**src/rtl/hold_hist_track.sv**
```systemverilog
module hold_hist_track #(
  parameter int W = 24
) (
  input  logic                clk,
  input  logic                rst_n,
  input  logic signed [W-1:0] avg_word,
  input  logic                avg_vld,
  input  logic                ev_refsw,
  input  logic                ev_loss,
  input  logic                ev_nofollow,
  input  logic                flush_we,
  input  logic                flush_val,
  input  logic                ref_good,
  input  logic                use_user,
  input  logic signed [W-1:0] user_word,
  output logic signed [W-1:0] hist_out,
  output logic                avail
);

  logic signed [W-1:0] lrn_hist;
  logic lrn_avail, frozen, arm, mode_q;

  wire erase  = flush_we & flush_val;
  wire freeze = ev_refsw | ev_loss | ev_nofollow | flush_we;
  wire resume = frozen & arm & avg_vld & ref_good;
  wire load   = avg_vld & ~freeze & (~frozen | resume);

  always_ff @(posedge clk) begin
    if (!rst_n) begin
      lrn_hist  <= '0;
      lrn_avail <= 1'b0;
      frozen    <= 1'b1;
      arm       <= 1'b0;
      mode_q    <= 1'b0;
    end else begin
      mode_q <= use_user;
      if (erase) begin
        lrn_hist  <= '0;
        lrn_avail <= 1'b0;
        frozen    <= 1'b1;
        arm       <= 1'b0;
      end else if (freeze) begin
        frozen <= 1'b1;
        arm    <= 1'b0;
      end else if (frozen && !ref_good) begin
        arm <= 1'b0;
      end else if (load) begin
        lrn_hist  <= avg_word;
        lrn_avail <= 1'b1;
        frozen    <= 1'b0;
        arm       <= 1'b0;
      end else if (frozen && avg_vld) begin
        arm <= 1'b1;
      end
    end
  end

  assign hist_out = mode_q ? user_word : lrn_hist;
  assign avail    = mode_q | lrn_avail;

endmodule

```
**config.mk**
```make
export PLATFORM = sky130hd
export DESIGN_NAME = hold_hist_track
export DESIGN_NICKNAME = d
export VERILOG_FILES = /design/src/rtl/hold_hist_track.sv
export SDC_FILE = /design/constraint.sdc
export NUM_CORES = 1
export LEC_CHECK = 0
export BUFFER_PORTS_ARGS = -buffer_cell sky130_fd_sc_hd__clkbuf_2
export CORE_ASPECT_RATIO = 0.5
export CORE_MARGIN = 10
export CORE_UTILIZATION = 28
export DETAILED_ROUTE_END_ITERATION = 6
export PLACE_DENSITY_LB_ADDON = 0.3
export SLEW_MARGIN = 20
export SYNTH_ARGS = -nofsm -noshare
export SYNTH_HDL_FRONTEND = slang
export SYNTH_SLANG_ARGS = --single-unit
```
**constraint.sdc**
```tcl
create_clock -name clk -period 2.1 [get_ports clk]
set_clock_uncertainty 0.05 [all_clocks]
set_input_delay 0.21 -clock clk [delete_from_list [all_inputs] [get_ports clk]]
set_output_delay 0.21 -clock clk [all_outputs]
set_load 0.03 [all_outputs]
```
-- Word level (Yosys, flattened, before mapping)
Cells that the tools add are included.
- register bits: 28
- bits in latches: 0
- RAM bits: 0
- memory bits (read-only): 0
- input bits: 58
- output and inout bits: 25
- memories kept: 0
- add/subtract/negate cells: 0
- multipliers: 0
- div/mod/pow operators: 0
- order comparisons: 0
- equality and inequality tests: 0
- shift-type cells: 0
- muxes and demuxes: 1
- bitwise logic cells: 15
- reductions and logical operators: 8
- operators by type and width (operator ; count):
    $mux W24 ; 1
    $and A1 B1 Y1 ; 6
    $or A1 B1 Y1 ; 5
    $reduce_or A5 Y1 ; 1
    $not A1 Y1 ; 4
    $reduce_and A3 Y1 ; 1
    $reduce_or A3 Y1 ; 1
    $logic_and A1 B1 Y1 ; 2
    $reduce_and A2 Y1 ; 1
    $reduce_or A2 Y1 ; 1
    $logic_not A1 Y1 ; 1

-- Depth between registers and ports, before layout
- depth in word-level cells: 7
- depth in mapped cells: 5

-- Worst setup path before layout
Ideal clock, no wire load.
- path type: register to output
- start: register mode_q
- end: output port hist_out[0]
- arrival time: 1.194 ns
- required time: 1.840 ns
- setup slack: 0.646 ns
- cell stages (with the launch flop): 4
- path buffers: 2
- path through: dfxtp_1 > clkbuf_1 > buf_2 > mux2_2
- longest elaborated chain between the ends: 1
- RTL lines (what ; RTL line ; text):
    from (decl) ; 21 ; logic lrn_avail, frozen, arm, mode_q;
    from (signal assigned) ; 36 ; mode_q <= use_user;
    $mux W24 ; 58 ; assign hist_out = mode_q ? user_word : lrn_hist;
    to (decl) ; 16 ; output logic signed [W-1:0] hist_out,
No other way between the ends.

-- Worst setup path in the final report
- start: register mode_q
- end: output port hist_out[23]
The elaborated chain is that of the path after synthesis.

==> out/metrics.yaml <==
yosys:
  ys_seq_elements: 28
  post_synth.cell_area_avg_sq_um: 9.651
  synth.distinct_cells: 20
  synthArstFlopShare_pct: 0
  synth_nets: 208
  yosysSeqAreaShare_pct: 38.72
  synth_area_sq_um: 1448
  synth_top_flop_cell: "dfxtp_1"
  yosysWarnings: 0
  synth_edf_count: 0
  postSynthCellCount: 150
route:
  vias_per_cell: 4.201
  ant_nets: 0
  drc: 0
  drtIter0Drc: 19
  vias: 1252
  wl_per_cell_um: 12.65
  first_pass_iters: 3
  drt-total-wl_um: 3770
critical_path:
  r2r-end: "lrn_hist[5]$_SDFFE_PP0P_"
  worstPathArrival_ns: 1.37
  crit_path_end_kind: "output pin"
  crit_fanout: 13
  r2r_cells: 4
  slowest_delay_ns: 0.36
  required_ns: 1.84
  path_cells: "buf_4 -> mux2_2 -> clkbuf_2"
  cp_slowest_cell: "mux2_2"
  r2r_setup_slack_ns: 0.74
  crit_type: "reg -> out"
  timing.rr.start: "frozen$_SDFFE_PP1P_"
  startpoint_type: "flip-flop"
power:
  total_power_w: 0.001001
  ir_drop_mv: 0.2517
  p_per_area_nw_per_um2: 512.3
  p_leak_nw: 0.9072
timing:
  period_minus_slack_ns: 1.629
  relSlewSlack_pct: 66.15
  worst_pin_slew_ns: 0.5064
  finalSetupViolCount: 0
  rsz0062_at_grt: "false"
  drv_slew: 0
  tns_ns: 0
  hold_violations: 0
  fin_crit_sh_pct: 77.57
  max_freq_ghz: 0.6139
floorplanning:
  core_sq_um: 4955
  dieHeight_um: 70.85
  fp.dieW_um: 121.7
  start_util_pct: 29.22
  placementRows: 18
  dieArea_sq_um: 8621
  io_pins: 83
cts:
  clk_latency_ns: 0.26
  cts_setup_buffers: 0
  clkSinkCount: 28
  cts_buffers: 3
  cts_tree: "yes"
  cts_resized: 0
  cts_max_level: 1
  cts_buffer_depth: 2
  clk_pin_slew_ns: 0.09
  cts_hold_buffers: 0
  clockRootBuffer: "clkbuf_8"
finish:
  fin_nets: 288
  area_growth_pct: 35.00
  antenna_cells: 0
  layout-drive-gt1-share_pct: 51.32
  fin_util_pct: 39.44
  nFillCells: 526
global_route:
  antenna_found_initial: 0
  grt.overflow.total: 0
  grt_max_degree: 34
  gr-usage-all-layers_pct: 8.663
  grt_pass1_vias: 1405
  grt_first_pass_wirelength_um: 6299
status:
  outcome: "finished, final reports clean"
worst_hold_path:
  worstHoldEndpoint: "lrn_hist[4]$_SDFFE_PP0P_"
  hold_depth: 3
  holdCritStartpoint: "avg_word[4]"
  hold_path_class: "in -> reg"
place:
  place_congestion: 0.7032
  io_buffers: 82
  place_hpwl_um: 3155
job:
  drv_cap: 0
## placed cells by master (no fill, tap or decap), drive strengths merged
cell    instances
or2             1
clkbuf         85
nor2b           1
o22ai           1
and3            2
and2            1
buf             4
mux2i          24
a21bo           1
a21boi          1
nand2          49
dfxtp          28
o21a            1
nor4            1
nand3           3
nand2b          1
mux2           24
## critical path: cells and delay by family (launching register included)
kind	cells	cell delay, ns
DFF	1	0.33
muxes	1	0.36
buffers and inverters	2	0.41
## flip-flops by register name, summed over array words and instances (netlist names)
register and cells:
arm 1, frozen 1, lrn_hist 24, mode_q 1, lrn_avail 1
## per-stage QoR
step | worst slack (ns) | hold WS (ns) | instance area (sq um) | instances
3_5_place_dp | 0.5427 | 0.3975 | 1913 | 295
3_3_place_gp | 0.5846 | 0.3898 | 1913 | 295
4_1_cts | 0.4515 | 0.1025 | 1954 | 298
2_1_floorplan | 0.6460 | 0.2698 | 1448 | 150
6_report | 0.4711 | 0.1111 | 1954 | 298
5_1_grt | 0.3732 | 0.09820 | 1954 | 298
## metal layers
| layer | wire, um | track usage [%] | vias to the layer above |
|---|---|---|---|
| li1 | - | - | 659 |
| met1 | 1437 | 8.333 | 567 |
| met2 | 2068 | 17.01 | 24 |
| met3 | 234 | 3.405 | 2 |
| met4 | 30 | 1.971 | 0 |
| met5 | 0 | 0 | - |
## power by group
part | switching [W] | internal, W | total [W]
clock network | 0.000150 | 0.000128 | 0.000279
registers | 0.000000528 | 0.000531 | 0.000532
logic | 0.000103 | 0.0000877 | 0.000191
## cells in the mapped netlist (2+ instances only)
cell type  count  area [sq um]
mux2_2        24         270.3
buf_12         2         40.04
buf_2          4         20.02
mux2i_1       24         240.2
nand2_1       49         183.9
nand3_1        3         15.01
dfxtp_1       28         560.5
clkbuf_1       4         15.01
## layout make-up
type                    count  area, sq um  share of cell area, %
well taps                  70        87.58                  4.481
multi-input cells         111        812.0                  41.55
repair buffers             86        452.9                  23.18
clock buffers               3        41.29                  2.113
flip-flops and latches     28        560.5                  28.68
## kinds of logic (layout without fill, tap and decap cells)
| group | after synthesis | in the layout | share of synthesized area, % |
|---|---|---|---|
| AND/OR/NAND/NOR | 59 | 59 | 17.89 |
| AO/OA/AOI/OAI | 4 | 4 | 2.161 |
| flip-flops | 28 | 28 | 38.72 |
| multiplexers | 48 | 48 | 35.26 |
| buffers and inverters | 11 | 89 | 5.964 |
## worst max path at each step
stage,from,endpoint,slack (ns)
after floorplan,mode_q$_SDFF_PN0_,hist_out[0],0.65
after global placement,ev_loss,lrn_hist[11]$_SDFFE_PP0P_,0.58
after detailed placement,ev_loss,lrn_hist[0]$_SDFFE_PP0P_,0.54
after CTS,mode_q$_SDFF_PN0_,hist_out[23],0.45
after global routing,mode_q$_SDFF_PN0_,hist_out[2],0.37
final,mode_q$_SDFF_PN0_,hist_out[23],0.47
Note: power is estimated with default switching activity, not from simulation.
